[config.mk]
export PLATFORM = sky130hd
export DESIGN_NAME = sdadc_serial_port
export DESIGN_NICKNAME = d
export VERILOG_FILES = /design/src/rtl/sdp_pkg.sv /design/src/rtl/sdp_sync.sv /design/src/rtl/sdp_conv.sv /design/src/rtl/sdp_regs.sv /design/src/rtl/sdp_ctrl.sv /design/src/rtl/sdadc_serial_port.sv
export SDC_FILE = /design/constraint.sdc
export NUM_CORES = 1
export LEC_CHECK = 0
export CAP_MARGIN = 10
export CORE_ASPECT_RATIO = 1.1
export CORE_MARGIN = 10
export CORE_UTILIZATION = 55
export CTS_CLUSTER_DIAMETER = 80
export DETAILED_ROUTE_END_ITERATION = 10
export GPL_TIMING_DRIVEN = 0
export PLACE_DENSITY = 0.72
export SLEW_MARGIN = 20
export SYNTH_ARGS = -nofsm -noshare
export SYNTH_HDL_FRONTEND = slang
export SYNTH_SLANG_ARGS = --single-unit
export TNS_END_PERCENT = 10
[constraint.sdc]
create_clock -name clk -period 4.5 [get_ports clk]
set_input_delay 0.45 -clock clk [delete_from_list [all_inputs] [get_ports clk]]
set_output_delay 0.45 -clock clk [all_outputs]
set_load 0.05 [all_outputs]
[src/rtl/sdp_pkg.sv]
package sdp_pkg;
    localparam int DATA_W = 24;

    typedef enum logic [1:0] {
        ST_IDLE,
        ST_CMD,
        ST_WR,
        ST_RD
    } sdp_state_e;

    localparam logic [5:0] ADDR_STATUS = 6'h00;
    localparam logic [5:0] ADDR_RATE   = 6'h01;
    localparam logic [5:0] ADDR_RESULT = 6'h04;
    localparam logic [5:0] ADDR_CHAN   = 6'h07;

    // data-phase length for an address
    function automatic logic [4:0] reg_bits(input logic [5:0] a);
        case (a)
            ADDR_RATE, ADDR_CHAN: reg_bits = 5'd16;
            ADDR_RESULT:          reg_bits = 5'd24;
            default:              reg_bits = 5'd8;
        endcase
    endfunction
endpackage

[src/rtl/sdp_sync.sv]
module sdp_sync #(
    parameter int   STAGES  = 2,
    parameter logic RST_VAL = 1'b1
) (
    input  logic clk,
    input  logic rst_n,
    input  logic d,
    output logic q
);
    logic [STAGES-1:0] pipe;

    always_ff @(posedge clk or negedge rst_n) begin
        if (!rst_n) pipe <= {STAGES{RST_VAL}};
        else        pipe <= {pipe[STAGES-2:0], d};
    end

    assign q = pipe[STAGES-1];
endmodule

[src/rtl/sdp_conv.sv]
module sdp_conv #(
    parameter int          SETTLE_CYC = 68,
    parameter logic [15:0] RATE_RST   = 16'd300
) (
    input  logic        clk,
    input  logic        rst_n,
    input  logic        soft_rst,
    input  logic        restart,
    input  logic [15:0] rate,
    output logic        done
);
    localparam int CW = 18;
    localparam logic [CW-1:0] FIRST_RST = CW'(SETTLE_CYC) + CW'(RATE_RST) - 1'b1;

    logic [CW-1:0] cnt;
    logic [CW-1:0] per;

    assign per  = (rate == 16'd0) ? CW'(1) : CW'(rate);
    assign done = (cnt == '0);

    always_ff @(posedge clk or negedge rst_n) begin
        if (!rst_n)        cnt <= FIRST_RST;
        else if (soft_rst) cnt <= FIRST_RST;
        else if (restart)  cnt <= CW'(SETTLE_CYC) + per - 1'b1;
        else if (done)     cnt <= per - 1'b1;
        else               cnt <= cnt - 1'b1;
    end

    // settling delay follows every restart
    assert_settle_gap_R10: assert property (@(posedge clk) disable iff (!rst_n)
        (soft_rst || restart) |=> !done);
endmodule

[src/rtl/sdp_regs.sv]
module sdp_regs
    import sdp_pkg::*;
#(
    parameter logic [15:0] RATE_RST = 16'd300,
    parameter logic [15:0] CHAN_RST = 16'h0001
) (
    input  logic              clk,
    input  logic              rst_n,
    input  logic              soft_rst,
    input  logic              wr_en,
    input  logic [5:0]        wr_addr,
    input  logic [DATA_W-1:0] wr_data,
    input  logic [5:0]        rd_addr,
    input  logic              rd_clr,
    input  logic              conv_done,
    output logic [DATA_W-1:0] rd_word,
    output logic              rdy_n,
    output logic [15:0]       rate,
    output logic              restart
);
    logic [15:0]       rate_q;
    logic [15:0]       chan_q;
    logic [15:0]       count_q;
    logic [DATA_W-1:0] result_q;
    logic              rdy_q;

    always_ff @(posedge clk or negedge rst_n) begin
        if (!rst_n) begin
            rate_q   <= RATE_RST;
            chan_q   <= CHAN_RST;
            count_q  <= '0;
            result_q <= '0;
            rdy_q    <= 1'b0;
            restart  <= 1'b0;
        end else if (soft_rst) begin
            rate_q   <= RATE_RST;
            chan_q   <= CHAN_RST;
            count_q  <= '0;
            result_q <= '0;
            rdy_q    <= 1'b0;
            restart  <= 1'b0;
        end else begin
            restart <= wr_en && (wr_addr == ADDR_RATE);
            if (wr_en) begin
                case (wr_addr)
                    ADDR_RATE: rate_q <= wr_data[15:0];
                    ADDR_CHAN: chan_q <= wr_data[15:0];
                    default:   ;
                endcase
            end
            if (conv_done) begin
                count_q  <= count_q + 16'd1;
                result_q <= {chan_q[7:0], count_q + 16'd1};
                rdy_q    <= 1'b1;
            end else if (rd_clr) begin
                rdy_q <= 1'b0;
            end
        end
    end

    always_comb begin
        case (rd_addr)
            ADDR_STATUS: rd_word = {16'h0, ~rdy_q, 7'h0};
            ADDR_RATE:   rd_word = {8'h0, rate_q};
            ADDR_RESULT: rd_word = result_q;
            ADDR_CHAN:   rd_word = {8'h0, chan_q};
            default:     rd_word = '0;
        endcase
    end

    assign rdy_n = ~rdy_q;
    assign rate  = rate_q;

    assert_ready_on_conv_R7: assert property (@(posedge clk) disable iff (!rst_n)
        (conv_done && !soft_rst) |=> !rdy_n);
    assert_read_clears_R9: assert property (@(posedge clk) disable iff (!rst_n)
        (rd_clr && !conv_done && !soft_rst) |=> rdy_n);
    assert_resync_defaults_R5: assert property (@(posedge clk) disable iff (!rst_n)
        soft_rst |=> (rate_q == RATE_RST && chan_q == CHAN_RST && rdy_n));
    assert_rate_commit_R3: assert property (@(posedge clk) disable iff (!rst_n)
        (wr_en && wr_addr == ADDR_RATE && !soft_rst) |=> rate_q == $past(wr_data[15:0]));
endmodule

[src/rtl/sdp_ctrl.sv]
module sdp_ctrl
    import sdp_pkg::*;
#(
    parameter int RESYNC_ONES = 64
) (
    input  logic              clk,
    input  logic              rst_n,
    input  logic              cs_s,
    input  logic              sclk_s,
    input  logic              din_s,
    input  logic [DATA_W-1:0] rd_word,
    input  logic              rdy_n,
    output logic [5:0]        rd_addr,
    output logic [5:0]        wr_addr,
    output logic [DATA_W-1:0] wr_data,
    output logic              wr_en,
    output logic              rd_clr,
    output logic              soft_rst,
    output logic              dout,
    output logic              dout_oe
);
    localparam int OW = $clog2(RESYNC_ONES);

    sdp_state_e        state, state_nxt;
    logic              sclk_d;
    logic              active;
    logic [4:0]        bit_cnt;
    logic [4:0]        width_q;
    logic [6:0]        cmd_sh;
    logic [7:0]        cmd_nxt;
    logic [5:0]        addr_q;
    logic [DATA_W-1:0] sh;
    logic [OW-1:0]     ones_cnt;

    assign active   = sclk_s & ~sclk_d & ~cs_s;
    assign cmd_nxt  = {cmd_sh, din_s};
    assign rd_addr  = cmd_nxt[5:0];
    assign wr_addr  = addr_q;
    assign wr_data  = {sh[DATA_W-2:0], din_s};
    assign soft_rst = active & din_s & (ones_cnt == OW'(RESYNC_ONES - 1));

    // next state and strobes
    always_comb begin
        state_nxt = state;
        wr_en     = 1'b0;
        rd_clr    = 1'b0;
        if (cs_s || soft_rst) begin
            state_nxt = ST_IDLE;
        end else if (active) begin
            unique case (state)
                ST_IDLE: if (!din_s) state_nxt = ST_CMD;
                ST_CMD:  if (bit_cnt == 5'd7) state_nxt = cmd_nxt[6] ? ST_RD : ST_WR;
                ST_WR: begin
                    if (bit_cnt == width_q - 5'd1) begin
                        wr_en     = 1'b1;
                        state_nxt = ST_IDLE;
                    end
                end
                ST_RD: begin
                    if (bit_cnt == width_q - 5'd1) begin
                        rd_clr    = (addr_q == ADDR_RESULT);
                        state_nxt = ST_IDLE;
                    end
                end
            endcase
        end
    end

    // state register
    always_ff @(posedge clk or negedge rst_n) begin
        if (!rst_n) state <= ST_IDLE;
        else        state <= state_nxt;
    end

    // shift datapath and framing counter
    always_ff @(posedge clk or negedge rst_n) begin
        if (!rst_n) begin
            sclk_d   <= 1'b1;
            bit_cnt  <= '0;
            width_q  <= 5'd8;
            cmd_sh   <= '0;
            addr_q   <= '0;
            sh       <= '0;
            ones_cnt <= '0;
        end else begin
            sclk_d <= sclk_s;
            if (cs_s || soft_rst)  ones_cnt <= '0;
            else if (active)       ones_cnt <= din_s ? ones_cnt + 1'b1 : '0;

            if (cs_s || soft_rst) begin
                bit_cnt <= '0;
            end else if (active) begin
                unique case (state)
                    ST_IDLE: begin
                        if (!din_s) begin
                            bit_cnt <= 5'd1;
                            cmd_sh  <= {6'h0, din_s};
                        end
                    end
                    ST_CMD: begin
                        if (bit_cnt == 5'd7) begin
                            addr_q  <= cmd_nxt[5:0];
                            width_q <= reg_bits(cmd_nxt[5:0]);
                            bit_cnt <= '0;
                            sh      <= cmd_nxt[6]
                                     ? rd_word << (5'(DATA_W) - reg_bits(cmd_nxt[5:0]))
                                     : '0;
                        end else begin
                            cmd_sh  <= cmd_nxt[6:0];
                            bit_cnt <= bit_cnt + 5'd1;
                        end
                    end
                    ST_WR: begin
                        sh      <= {sh[DATA_W-2:0], din_s};
                        bit_cnt <= bit_cnt + 5'd1;
                    end
                    ST_RD: begin
                        sh      <= {sh[DATA_W-2:0], 1'b0};
                        bit_cnt <= bit_cnt + 5'd1;
                    end
                endcase
            end
        end
    end

    assign dout    = (state == ST_RD) ? sh[DATA_W-1] : rdy_n;
    assign dout_oe = ~cs_s;

    assert_cs_abort_R12: assert property (@(posedge clk) disable iff (!rst_n)
        cs_s |=> state == ST_IDLE);
    assert_idle_filter_R1: assert property (@(posedge clk) disable iff (!rst_n)
        (state == ST_IDLE && active && din_s && !soft_rst) |=> state == ST_IDLE);
    assert_no_write_deselected_R6: assert property (@(posedge clk) disable iff (!rst_n)
        cs_s |-> !wr_en && !rd_clr);
endmodule

[src/rtl/sdadc_serial_port.sv]
module sdadc_serial_port
    import sdp_pkg::*;
#(
    parameter int          SETTLE_CYC  = 68,
    parameter logic [15:0] RATE_RST    = 16'd300,
    parameter logic [15:0] CHAN_RST    = 16'h0001,
    parameter int          RESYNC_ONES = 64,
    parameter int          SYNC_STAGES = 2
) (
    input  logic clk,
    input  logic rst_n,
    input  logic cs_n,
    input  logic sclk,
    input  logic din,
    output logic dout,
    output logic dout_oe
);
    localparam int NPIN = 3;

    logic [NPIN-1:0]   pin_raw;
    logic [NPIN-1:0]   pin_s;
    logic [DATA_W-1:0] rd_word;
    logic [DATA_W-1:0] wr_data;
    logic [5:0]        rd_addr;
    logic [5:0]        wr_addr;
    logic              wr_en;
    logic              rd_clr;
    logic              soft_rst;
    logic              rdy_n;
    logic [15:0]       rate;
    logic              restart;
    logic              conv_done;

    assign pin_raw = {cs_n, sclk, din};

    for (genvar g = 0; g < NPIN; g++) begin : g_sync
        sdp_sync #(.STAGES(SYNC_STAGES), .RST_VAL(1'b1)) u_sync (
            .clk   (clk),
            .rst_n (rst_n),
            .d     (pin_raw[g]),
            .q     (pin_s[g])
        );
    end

    sdp_ctrl #(.RESYNC_ONES(RESYNC_ONES)) u_ctrl (
        .clk      (clk),
        .rst_n    (rst_n),
        .cs_s     (pin_s[2]),
        .sclk_s   (pin_s[1]),
        .din_s    (pin_s[0]),
        .rd_word  (rd_word),
        .rdy_n    (rdy_n),
        .rd_addr  (rd_addr),
        .wr_addr  (wr_addr),
        .wr_data  (wr_data),
        .wr_en    (wr_en),
        .rd_clr   (rd_clr),
        .soft_rst (soft_rst),
        .dout     (dout),
        .dout_oe  (dout_oe)
    );

    sdp_regs #(.RATE_RST(RATE_RST), .CHAN_RST(CHAN_RST)) u_regs (
        .clk       (clk),
        .rst_n     (rst_n),
        .soft_rst  (soft_rst),
        .wr_en     (wr_en),
        .wr_addr   (wr_addr),
        .wr_data   (wr_data),
        .rd_addr   (rd_addr),
        .rd_clr    (rd_clr),
        .conv_done (conv_done),
        .rd_word   (rd_word),
        .rdy_n     (rdy_n),
        .rate      (rate),
        .restart   (restart)
    );

    sdp_conv #(.SETTLE_CYC(SETTLE_CYC), .RATE_RST(RATE_RST)) u_conv (
        .clk      (clk),
        .rst_n    (rst_n),
        .soft_rst (soft_rst),
        .restart  (restart),
        .rate     (rate),
        .done     (conv_done)
    );
endmodule

=== Word-level counts from Yosys, hierarchy flattened ===
Cells that the tools add are included.
Widths: inputs -> output; s select.

* Output and inout bits: 2
* Logic and storage cells: 131
* Flip-flop bits (word level): 153

* Eq/ne operators: 18
* Shifts and indexed selects: 1
* Add/sub/neg operators: 9
* Reduce and logical (&&, ||, !) cells: 23
* Multiplexer cells: 54
* Bitwise operators: 8

{| class="wikitable"
|+ Operators by type and width
! kind !! number
|-
| $mux 16 || 9
|-
| $mux 24 || 4
|-
| $pmux 24 s4 || 1
|-
| $pmux 24 s3 || 1
|-
| $mux 18 || 3
|-
| $sub 18x1->18 const B || 3
|-
| $mux 5 || 8
|-
| $mux 6 || 5
|-
| $eq 6x3->1 const B || 4
|-
| $shl 24x5->24 || 1
|-
| $add 7x18->18 const A || 1
|-
| $logic_not 18->1 || 1
|-
| $add 16x1->16 const B || 1
|-
| $logic_not 16->1 || 1
|-
| $pmux 5 s3 || 1
|-
| $mux 1 || 14
|-
| $eq 6x1->1 const B || 2
|-
| $pmux 6 s2 || 1
|-
| $reduce_and 4->1 || 3
|-
| $reduce_bool 2->1 || 6
|-
| $mux 2 || 5
|-
| $pmux 5 s2 || 1
|-
| $add 6x1->6 const B || 1
|-
| $eq 6x6->1 const B || 1
|-
| other kinds (22) || 35
|}

=== Longest topological paths before layout ===
Gate-level depths: netlist (run 1).

* Depth in word-level cells: 12
* Gate-level depth with buffers: 13

=== By module ===
Synthesis (run 1) repeated with hierarchy kept, for this count alone.

* Cell total of the unflattened synthesis: 839
* Area, all modules: 7816.2 um^2

{| class="wikitable"
|+ By module, submodules not included
! module !! cells an instance !! area an instance (um^2) !! times used
|-
| sdp_ctrl || 318 || 3007.9 || 1
|-
| sdp_regs || 294 || 2877.8 || 1
|-
| sdp_conv || 221 || 1773.0 || 1
|-
| sdp_sync || 2 || 52.6 || 3
|}

=== Worst setup path after synthesis (run 1) ===
OpenSTA, ideal clock, no wires.

* Path type: reg2reg
* From: reg u_regs.rate_q[11] (netlist: u_regs.rate[11])
* To: reg u_conv.cnt[14]
* Period minus slack after synthesis: 3.257 ns
* Data required time: 4.406 ns
* Buffers on the path: 1
* Setup slack: 1.243 ns
* Arrival: 3.163 ns
* Stages on the path, launching flop included: 13
* Cell sequence: dfrtp_1 buf_6 or4_4 or4_4 o31ai_4 inv_1 ha_1 and3b_1 a31oi_1 nor3_1 xor2_1 nor2_1 a211oi_1

* Longest elaborated chain between the ends: 6
* Elaborated cells between the ends (all ways): 8

{| class="wikitable"
|+ RTL lines
! what !! line !! source
|-
| start: declaration || sdp_regs.sv:21 || <nowiki>logic [15:0] rate_q;</nowiki>
|-
| start signal: assignment || sdp_regs.sv:46 || <nowiki>ADDR_RATE: rate_q <= wr_data[15:0];</nowiki>
|-
| $logic_not 16->1 || sdp_conv.sv:18 || <nowiki>assign per = (rate == 16'd0) ? CW'(1) : CW'(rate);</nowiki>
|-
| $mux 16 (*) || sdp_conv.sv:18 ||
|-
| $add 7x18->18 or $sub 18x1->18 (tied branches) || sdp_conv.sv:24, sdp_conv.sv:25 ||
|-
| $sub 18x1->18 or $mux 18 (tied branches) || sdp_conv.sv:24, sdp_conv.sv:25 ||
|-
| $mux 18 (*) || sdp_conv.sv:24 || <nowiki>else if (restart) cnt <= CW'(SETTLE_CYC) + per - 1'b1;</nowiki>
|-
| $mux 18 (*) || sdp_conv.sv:23 || <nowiki>else if (soft_rst) cnt <= FIRST_RST;</nowiki>
|-
| end signal: assignment || sdp_conv.sv:24 ||
|-
| end signal: assignment || sdp_conv.sv:25 || <nowiki>else if (done) cnt <= per - 1'b1;</nowiki>
|-
| end signal: assignment || sdp_conv.sv:26 || <nowiki>else cnt <= cnt - 1'b1;</nowiki>
|-
| end: declaration || sdp_conv.sv:15 || <nowiki>logic [CW-1:0] cnt;</nowiki>
|}

Mark *: on every way between the ends. The rest lies on a longest branch, timed or not.
A chain may end at the register's enable or synchronous reset.

=== Final worst setup path (run 1) ===
* From: reg u_conv.cnt[1]
* To: reg u_conv.cnt[4]

* Longest elaborated chain between the ends: 4
* Elaborated cells between the ends (all ways): 5

{| class="wikitable"
|+ RTL lines
! what !! line
|-
| $sub 18x1->18 or $logic_not 18->1 (tied branches) || sdp_conv.sv:26, sdp_conv.sv:19
|-
| $mux 18 (*) || sdp_conv.sv:25
|-
| $mux 18 (*) || sdp_conv.sv:24
|-
| $mux 18 (*) || sdp_conv.sv:23
|}

Marks and branches as above.

==> impl_metrics.json, run 1 <==
{
  "relSlewSlack": 0.263,
  "endpoint_kind": "flip-flop",
  "synth_ff_type": "dfrtp_1",
  "cts-root-buf": "clkbuf_16",
  "crit_fanout": 10,
  "antenna_found_initial": 0,
  "syn_to_final_growth_pct": 12.0,
  "yosys.cell_count.top_type": "nand2_1",
  "cts_made_buffers": 17,
  "top_usage_layer": "met2",
  "drt_iter0_drc": 785,
  "core_area_sq_um": 13200,
  "final_antenna_net_count": 0,
  "grt_max_degree": 71,
  "place.gp.congestion": 0.972,
  "power_leakage_nw": 3.63,
  "cts_tree": "built",
  "fin_skew_ns": 0.00880,
  "pre_cts_ws_ns": 0.128,
  "syn-instance-count": 824,
  "finalSetupViolations": 0,
  "start_util": 0.560,
  "min_period_ns": 4.16,
  "worstHoldPathType": "reg2reg",
  "grt_overflow": 0,
  "layout-drive-gt1-share": 0.103,
  "grt_first_pass_wirelength_um": 34000,
  "io_pins": 7,
  "h-tree-depth": 4,
  "finalMaxSlewViolations": 0,
  "finalCritPeriodShare": 0.925,
  "syn_area_sq_um": 7370,
  "die_area_sq_um": 18400,
  "synth.area.top_cells": "dfrtp_1, dfstp_2, nand2_1, nor2_1, a21oi_1",
  "setup_ws_ns": 0.339,
  "synth_area_leader_cell": "dfrtp_1",
  "via_count": 6604,
  "grt_pass1_vias": 6379,
  "tns_ns": 0,
  "peakVddDrop_mv": 0.303,
  "antenna_cells": 0,
  "critical_path.top_delay_family": "simple AND/OR/NAND/NOR gates",
  "final-hold-violation-count": 0,
  "run_status": "complete, no violations",
  "synth_common_cells": "nand2_1, dfrtp_1, nor2_1",
  "cp_cell_sequence": "nor4_2 > nand2_1 > nor2_2 > clkbuf_2 > clkbuf_1 > a21oi_1 > ha_1 > nand2_1 > nand3_1 > o31ai_1 > a21oi_1 > a221oi_1",
  "post_drt_wl_per_cell_um": 20.2,
  "die_y_um": 141,
  "globalRouteMet2Util": 0.354,
  "routed_wl_um": 20700,
  "cts_buffer_depth": 2,
  "route.detailed.drc": 0,
  "num_rows": 44,
  "rsz0062_at_grt": "no",
  "synth_nets": 834,
  "yosysSeqAreaShare": 0.458,
  "start_kind": "flip-flop",
  "use_met1": 0.313,
  "synth_async_sr_flop_share": 1.00,
  "hpwl_um": 14700,
  "worst-path-buf-inv": 2,
  "cp_data_required_time_ns": 4.81,
  "syn_avg_cell_area_sq_um": 8.94,
  "ys_types": 66,
  "cap_viol_max_count": 0,
  "arrival_ns": 4.48,
  "synth_top_area_frac": 0.387,
  "max_stage_delay_ns": 0.68,
  "worst_pin_slew_ns": 1.10,
  "synth_edf_count": 0,
  "clkSlewWorstSetupHoldPaths_ns": 0.06,
  "power.density_nw_per_um2": 320,
  "critPathKind": "reg2reg",
  "slowest_stage": "nor4_2",
  "port-buffer-count": 6,
  "cts.sinks": 134,
  "die_w_um": 130,
  "drt_pass1_iterations": 7,
  "synth_seq_cells": 134,
  "synth.yosys.warnings": 0,
  "fmax_mhz": 240,
  "layout.nets": 861,
  "grt_use_met3": 0.0421,
  "globalRouteTotalUtil": 0.233,
  "clkLatencyLatePin_ns": 0.43,
  "vias_per_cell": 6.44
}
[metrics by stage]
stage | hold WS (ns) | instances | utilization | power (mW) | cell area (sq um)
2_1_floorplan | 0.154 | 824 | - | 1.27 | 7370
3_3_place_gp | 0.346 | 991 | 0.580 | 1.31 | 7630
3_5_place_dp | 0.347 | 992 | 0.582 | 1.31 | 7660
4_1_cts | 0.356 | 1025 | 0.627 | 2.65 | 8250
5_1_grt | 0.359 | 1025 | 0.627 | 2.71 | 8250
6_report | 0.355 | 1025 | 0.627 | 2.64 | 8250
[sequential cells by signal (all words and copies together) (netlist names)]
name                flops
u_ctrl.width_q          2
u_conv.cnt             18
u_ctrl.sh              24
u_ctrl.state            2
u_regs.rdy_q            1
u_regs.result_q        24
u_regs.restart          1
u_ctrl.ones_cnt         6
u_regs.rate            16
u_ctrl.bit_cnt          5
u_regs.chan_q          16
u_ctrl.cmd_sh           6
u_ctrl.wr_addr          6
g_sync.u_sync.pipe      6
u_ctrl.sclk_d           1
[kinds of logic after synthesis]
kind of cell	synth area share
multiplexers	0.0397
buffers and inverters	0.0408
AO/OA/AOI/OAI	0.193
flip-flops	0.458
XOR/XNOR	0.0416
AND/OR/NAND/NOR	0.218
adder cells (fa/ha/maj)	0.00849
[layout by cell type (no fill, tap or decap), types with 7 or more instances in the layout]
cell,Yosys,routed
or4_1,7,7
a31oi_1,10,10
dfstp_2,20,20
and3_1,11,11
o21ai_0,54,54
clkbuf_1,47,46
a221oi_1,12,12
xnor2_1,18,18
nor2_1,86,85
mux2_2,10,10
nor4_1,8,8
a22oi_1,18,18
and2_1,7,7
xor2_1,17,17
nand2_1,116,116
or3_1,9,9
nor3_1,14,14
nor2b_1,9,9
nand4_1,8,8
a21oi_1,58,58
mux2i_1,18,18
clkbuf_16,0,17
inv_1,14,14
a31o_2,7,7
nand3_1,30,30
dfrtp_1,114,114
a211oi_1,8,8
[layer usage]
layer  vias up  share of wire
li1       3022              -
met1      3228           0.42
met2       298           0.47
met3        56          0.075
met4         0          0.035
met5         -              0
[worst register-to-register path, delay by kind of cell (launching register included)]
| kind | cells | cell delay (ns) |
|---|---|---|
| and+or+nand+nor | 5 | 1.71 |
| buffers and inverters | 2 | 0.99 |
| AOI/OAI and AO/OA | 4 | 0.66 |
| DFF | 1 | 0.38 |
| adders and majority gates | 1 | 0.32 |
[where the power goes]
group | switching, mW | leakage, nW | internal, mW
Clock | 0.554 | 0.268 | 0.792
Sequential | 0.00539 | 1.78 | 1.22
Combinational | 0.0515 | 1.58 | 0.0178
Total | 0.611 | 3.63 | 2.03
[worst paths after layout]
kind / cells past startpoint / slack, ns / from / end
max: 12 / 0.34 / u_conv.cnt[1] / u_conv.cnt[4]
min: 0 / 0.36 / g_sync[2].u_sync.pipe[0] / g_sync[2].u_sync.pipe[1]
max reg2reg: 12 / 0.34 / u_conv.cnt[1] / u_conv.cnt[4]
min reg2reg: 0 / 0.36 / g_sync[2].u_sync.pipe[0] / g_sync[2].u_sync.pipe[1]
max in group asynchronous: 3 / 3.19 / rst_n / u_ctrl.width_q[3]
min in group asynchronous: 2 / 0.56 / rst_n / u_conv.cnt[13]
[layout make-up]
type	instances	area, sq um
Sequential cell	134	3380
Tap cell	161	201
Buffer	57	245
Inverter	15	56.3
Clock inverter	13	121
Multi-Input combinational cell	618	3690
Clock buffer	19	453
Fill cell	1160	4910
Timing Repair Buffer	8	103
[timing repair]
action | in CTS | in global routing
endpoints found under the setup margin | 0 | 8
buffers inserted | 0 | 0
gates resized for setup | 0 | 3
hold buffers | 1 | 0
hold endpoints to repair | 30 | 0
Power figures use the tool's default switching activity.
==> inputs of run 2 (changes only) <==
- ABC_AREA: not set -> 1
- GPL_ROUTABILITY_DRIVEN: not set -> 0
==> run 2 against run 1 <==
Worst setup slack gained 0.80 ns. Register-to-register slack gained 1.5 ns. Clock-buffer cell count grew 1. Largest power group unchanged. Fmax grew 24%. Critical path type is now reg2out.
==> impl_metrics.json, run 2 <==
{
  "syn-instance-count": 950,
  "finish.utilization": 0.634,
  "syn_to_final_growth_pct": 12.5,
  "clkSlewWorstSetupHoldPaths_ns": 0.06,
  "final_area_sq_um": 8420,
  "finalCritPeriodShare": 0.747,
  "pre_cts_ws_ns": 1.61,
  "placed_cell_area_sq_um": 7800,
  "final_antenna_net_count": 0,
  "syn_area_sq_um": 7480,
  "finalSetupViolations": 0,
  "fin_cells": 1174,
  "power_leakage_nw": 3.98,
  "core_area_sq_um": 13300,
  "start_kind": "flip-flop",
  "routed_wl_um": 20800,
  "final_cell_mix": "nand2_1, inv_1, dfrtp_1, nor2_1, nand3_1",
  "yosys.cell_count.top_type": "nand2_1",
  "max_stage_delay_ns": 0.84,
  "hpwl_um": 15200,
  "post_drt_wl_per_cell_um": 17.7,
  "largestRegisters": "u_ctrl.sh: 24 flops, u_regs.result_q: 24 flops, u_conv.cnt: 18 flops",
  "arrival_ns": 2.91,
  "vias_per_cell": 5.79,
  "final_common_cell": "nand2_1",
  "power.density_nw_per_um2": 338,
  "layout-drive-gt1-share": 0.114,
  "endpoint_kind": "output pin",
  "clkLatencyLatePin_ns": 0.43,
  "cp_data_required_time_ns": 4.05,
  "grt_max_degree": 99,
  "num_rows": 44,
  "synth_seq_cells": 134,
  "io_pins": 7,
  "drt_iter0_drc": 705,
  "grt_first_pass_wirelength_um": 33300,
  "grt_pass1_vias": 6508,
  "cap_viol_max_count": 0,
  "tns_ns": 0,
  "port-buffer-count": 6,
  "cts_made_buffers": 17,
  "cts-root-buf": "clkbuf_16",
  "hold_slack_ns": 0.356,
  "antenna_cells": 0,
  "die_area_sq_um": 18700,
  "power_mw": 2.85,
  "drt_pass1_iterations": 6,
  "route.detailed.drc": 0,
  "synth.area.top_cells": "dfrtp_1, nand2_1, dfstp_2, inv_1, nand3_1",
  "worst_pin_slew_ns": 0.680,
  "synth_top_area_frac": 0.381,
  "critPathKind": "reg2out",
  "cts_buffer_depth": 2,
  "final-hold-violation-count": 0,
  "grt_overflow": 0,
  "relSlewSlack": 0.545,
  "placed_cells": 1141,
  "antenna_found_initial": 0,
  "synth_nets": 960,
  "ys_types": 54,
  "min_period_ns": 3.36,
  "die_y_um": 142,
  "syn_avg_cell_area_sq_um": 7.87,
  "finalMaxSlewViolations": 0,
  "synth_area_leader_cell": "dfrtp_1",
  "num-fill-cells": 1154,
  "worst-path-buf-inv": 3,
  "globalRouteTotalUtil": 0.223,
  "h-tree-depth": 4,
  "setup_ws_ns": 1.14,
  "synth_edf_count": 0,
  "synth_ff_type": "dfrtp_1",
  "fin_skew_ns": 0.00806,
  "layout.nets": 987,
  "cts_setup_buffers": 0,
  "synth_common_cells": "nand2_1, inv_1, dfrtp_1",
  "cts.sinks": 134,
  "die_w_um": 131,
  "rsz0062_at_grt": "no",
  "yosysSeqAreaShare": 0.452,
  "critical_path.top_delay_family": "buffers and inverters",
  "via_count": 6798,
  "worstHoldPathType": "reg2reg",
  "cts_tree": "built",
  "fmax_mhz": 298,
  "peakVddDrop_mv": 0.248,
  "crit_fanout": 10,
  "slowest_stage": "clkdlybuf4s50_1",
  "synth_async_sr_flop_share": 1.00,
  "cp_cell_sequence": "clkbuf_1 > buf_1 > a21oi_1 > a31oi_1 > clkdlybuf4s50_1",
  "synth.yosys.warnings": 0,
  "start_util": 0.564,
  "run_status": "complete, no violations"
}
-- run 2: cell types whose count changed after synthesis, sizes merged, moves of 18 or more --
cell    before  now
o22ai        0   32
inv         14  142
nand2      116  192
nand3       30   86
mux2i       18    0
clkbuf      48   13
-- run 2: area by class of cell --
type	instances	area, sq um	share of cell area
multi-input combinational	639	3390	0.403
buffer	33	168	0.0199
inverter	144	541	0.0642
clock inverter	12	149	0.0177
sequential	134	3380	0.401
clock buffer	20	457	0.0543
tap	184	230	0.0274
timing repair buffer	8	103	0.0122
-- run 2: final timing paths --
| path | slack [ns] | from | to | cells past startpoint |
|---|---|---|---|---|
| hold / removal | 0.36 | g_sync[0].u_sync.pipe[0] | g_sync[0].u_sync.pipe[1] | 0 |
| setup reg to reg | 1.85 | u_conv.cnt[6] | u_conv.cnt[12] | 15 |
| min in group asynchronous | 0.48 | rst_n | u_conv.cnt[17] | 2 |
| setup / recovery | 1.14 | u_ctrl.state[1] | dout | 5 |
| max in group asynchronous | 3.23 | rst_n | u_regs.rate[5] | 3 |
| hold reg to reg | 0.36 | g_sync[0].u_sync.pipe[0] | g_sync[0].u_sync.pipe[1] | 0 |
-- run 2: worst register-to-register path: cells and delay by family, from the launching register on --
kind	cells	cell delay, ns
buf+inv	3	0.26
flops	1	0.51
fa+ha+maj	1	0.23
compound gates	1	0.25
simple gates	10	1.33
-- run 2: cell families (layout without fill, tap and decap cells) --
kind of cell / count (synthesis) / in the layout / synth area share
adder cells (fa/ha/maj): 5 / 5 / 0.00837
AO/OA/AOI/OAI: 201 / 201 / 0.165
buffers and inverters: 177 / 217 / 0.0947
AND/OR/NAND/NOR: 417 / 417 / 0.261
flip-flops: 134 / 134 / 0.452
XOR/XNOR: 16 / 16 / 0.0187
-- run 2: layer usage --
layer  part of all wire  vias to the layer above  global-route usage
met2               0.46                      249               0.352
met1               0.43                     3245               0.276
met4              0.044                        0               0.118
met5                  0                        -                   0
li1                   -                     3235                   -
met3              0.068                       69              0.0611
-- run 2: timing repair --
item                                   in CTS  in global routing
setup endpoints to repair                   0                  0
endpoints found under the hold margin      22                  0
hold buffers                                1                  0
resized for setup                           0                  0
-- run 2: power breakdown --
part	switching [mW]	total (mW)	internal (mW)
clock	0.535	1.44	0.900
combinational	0.0785	0.123	0.0446
sequential	0.0366	1.29	1.25
total	0.650	2.85	2.20
==> inputs of run 3 (changes only) <==
- PLACE_DENSITY: 0.72 -> 0.75
- clock period: 4.5 -> 2.9 ns (I/O delays scaled with it)
==> run 3 against run 2 <==
Clock power is 49% higher. First-iteration DRC count is 6.0% higher. Clock-buffer cell count is 4 higher. Routed wire length is 1.9% lower. Register-to-register slack worse by 1.5 ns. Worst setup slack worse by 0.99 ns. Sequential share of layout area is 0.066 points higher. Critical path type unchanged. Critical endpoint unchanged. Largest cell class unchanged.
==> impl_metrics.json, run 3 (synthesis results as in run 2) <==
{
  "crit_fanout": 10,
  "h-tree-depth": 4,
  "cap_viol_max_count": 0,
  "grt_overflow": 0,
  "critPathKind": "reg2out",
  "post_drt_wl_per_cell_um": 17.4,
  "relSlewSlack": 0.542,
  "cts_tree": "built",
  "antenna_cells": 0,
  "min_period_ns": 2.75,
  "peakVddDrop_mv": 0.365,
  "start_kind": "flip-flop",
  "layout-drive-gt1-share": 0.114,
  "port-buffer-count": 6,
  "die_w_um": 131,
  "highest_layer": "met4",
  "final_antenna_net_count": 0,
  "hpwl_um": 14900,
  "syn_to_final_growth_pct": 12.4,
  "endpoint_kind": "output pin",
  "layout.nets": 987,
  "rsz0062_at_grt": "no",
  "largestRegisters": "u_ctrl.sh: 24 flops, u_regs.result_q: 24 flops, u_conv.cnt: 18 flops",
  "die_area_sq_um": 18700,
  "hold_end": "g_sync[0].u_sync.pipe[0]",
  "power_mw": 4.34,
  "fin_skew_ns": 0.00785,
  "cts.sinks": 134,
  "final_cell_mix": "nand2_1, inv_1, dfrtp_1, nor2_1, nand3_1",
  "finalSetupViolations": 0,
  "power_leakage_nw": 3.97,
  "final_common_cell": "nand2_1",
  "startpoint": "u_ctrl.state[1]",
  "worst_pin_slew_ns": 0.685,
  "wl_met3_um": 1560,
  "hold_depth": 1,
  "vias_per_cell": 5.76,
  "r2r-start": "u_conv.cnt[6]",
  "grt_first_pass_wirelength_um": 33800,
  "cts_made_buffers": 17,
  "finish.utilization": 0.633,
  "holdCritStartpoint": "din",
  "cts_setup_buffers": 0,
  "route.detailed.drc": 0,
  "drt_pass1_iterations": 6,
  "run_status": "complete, no violations",
  "seq_area_sq_um": 3380,
  "final-hold-violation-count": 0,
  "multi_input_comb_area_sq_um": 3390,
  "grt_max_degree": 96,
  "die_y_um": 142,
  "power.density_nw_per_um2": 517,
  "worstHoldPathType": "in2reg",
  "finalMaxSlewViolations": 0,
  "core_area_sq_um": 13300,
  "num-fill-cells": 1162,
  "reg2reg_slack_ns": 0.31,
  "antenna_found_initial": 0,
  "cts_buffer_depth": 2,
  "io_pins": 7,
  "arrival_ns": 2.46,
  "clkLatencyLatePin_ns": 0.43,
  "wl_met2_um": 9390,
  "routed_wl_um": 20400,
  "via_count": 6763,
  "fmax_mhz": 364,
  "clkSlewWorstSetupHoldPaths_ns": 0.06,
  "cts-root-buf": "clkbuf_16",
  "start_util": 0.564,
  "finalCritPeriodShare": 0.948,
  "globalRouteTotalUtil": 0.224,
  "cp_data_required_time_ns": 2.61,
  "drt_iter0_drc": 747,
  "num_rows": 44,
  "reg2regPathDepth": 15,
  "grt_pass1_vias": 6591,
  "m1WireLength_um": 8570,
  "regToRegEndpoint": "u_conv.cnt[12]"
}
[run 3: cell types whose count changed in the layout (fill, tap and decap cells not counted), sizes merged]
cell	before	now
dlygate4sd2	0	1
clkinv	7	5
clkdlybuf4s50	5	4
clkinvlp	1	3
bufinv	3	2
inv	145	142
clkbuf	33	37
[run 3: worst max path at each step]
stage / slack, ns / cells past startpoint / endpoint
after detailed placement: 0.19 / 5 / dout
final: 0.15 / 5 / dout
after floorplan: 0.71 / 20 / u_conv.cnt[14]
after global routing: 0.08 / 5 / dout
after CTS: 0.19 / 5 / dout
after global placement: -3.84 / 1 / u_ctrl.sh[19]
[run 3: critical path, stage by stage, from the launching register on]
cell and delay [ns]:
dfrtp_1 0.43, clkbuf_1 0.42, buf_2 0.36, a21oi_1 0.10
a31oi_1 0.16, dlygate4sd2_1 0.55
[run 3: routing by layer]
layer | track usage | vias up
met2 | 0.359 | 308
met3 | 0.0378 | 62
met1 | 0.284 | 3158
li1 | - | 3235
met5 | 0 | -
met4 | 0.124 | 0
[run 3: report_power, final]
group | leakage (nW) | internal [mW] | switching (mW) | total [mW]
registers | 1.77 | 1.94 | 0.0554 | 2.00
clock network | 0.282 | 1.35 | 0.802 | 2.15
logic | 1.92 | 0.0693 | 0.123 | 0.192
total | 3.97 | 3.36 | 0.980 | 4.34
[run 3: per-stage QoR]
| stage | instance area (sq um) | std cells | TNS (ns) | setup WS, ns | hold slack (ns) |
|---|---|---|---|---|---|
| after floorplan | 7480 | 950 | 0 | 0.706 | -0.00559 |
| after global placement | 7770 | 1140 | -479.55 | -3.84 | 0.346 |
| after detailed placement | 7800 | 1141 | 0 | 0.194 | 0.186 |
| after CTS | 8400 | 1174 | 0 | 0.194 | 0.258 |
| after global routing | 8400 | 1174 | 0 | 0.0755 | 0.269 |
| final | 8400 | 1174 | 0 | 0.152 | 0.265 |
[run 3: layout make-up]
type	count	share of cell area
Inverter	144	0.0643
Multi-Input combinational cell	639	0.404
Timing Repair Buffer	8	0.0121
Clock inverter	8	0.0116
Buffer	33	0.0201
Sequential cell	134	0.402
Tap cell	184	0.0274
Clock buffer	24	0.0585
[run 3: what timing repair did]
action	in CTS	in global routing
hold buffers	1	0
hold endpoints to repair	26	0
setup endpoints to repair	1	1
resized for setup	2	1
pin swaps	0	0
cloned	0	0
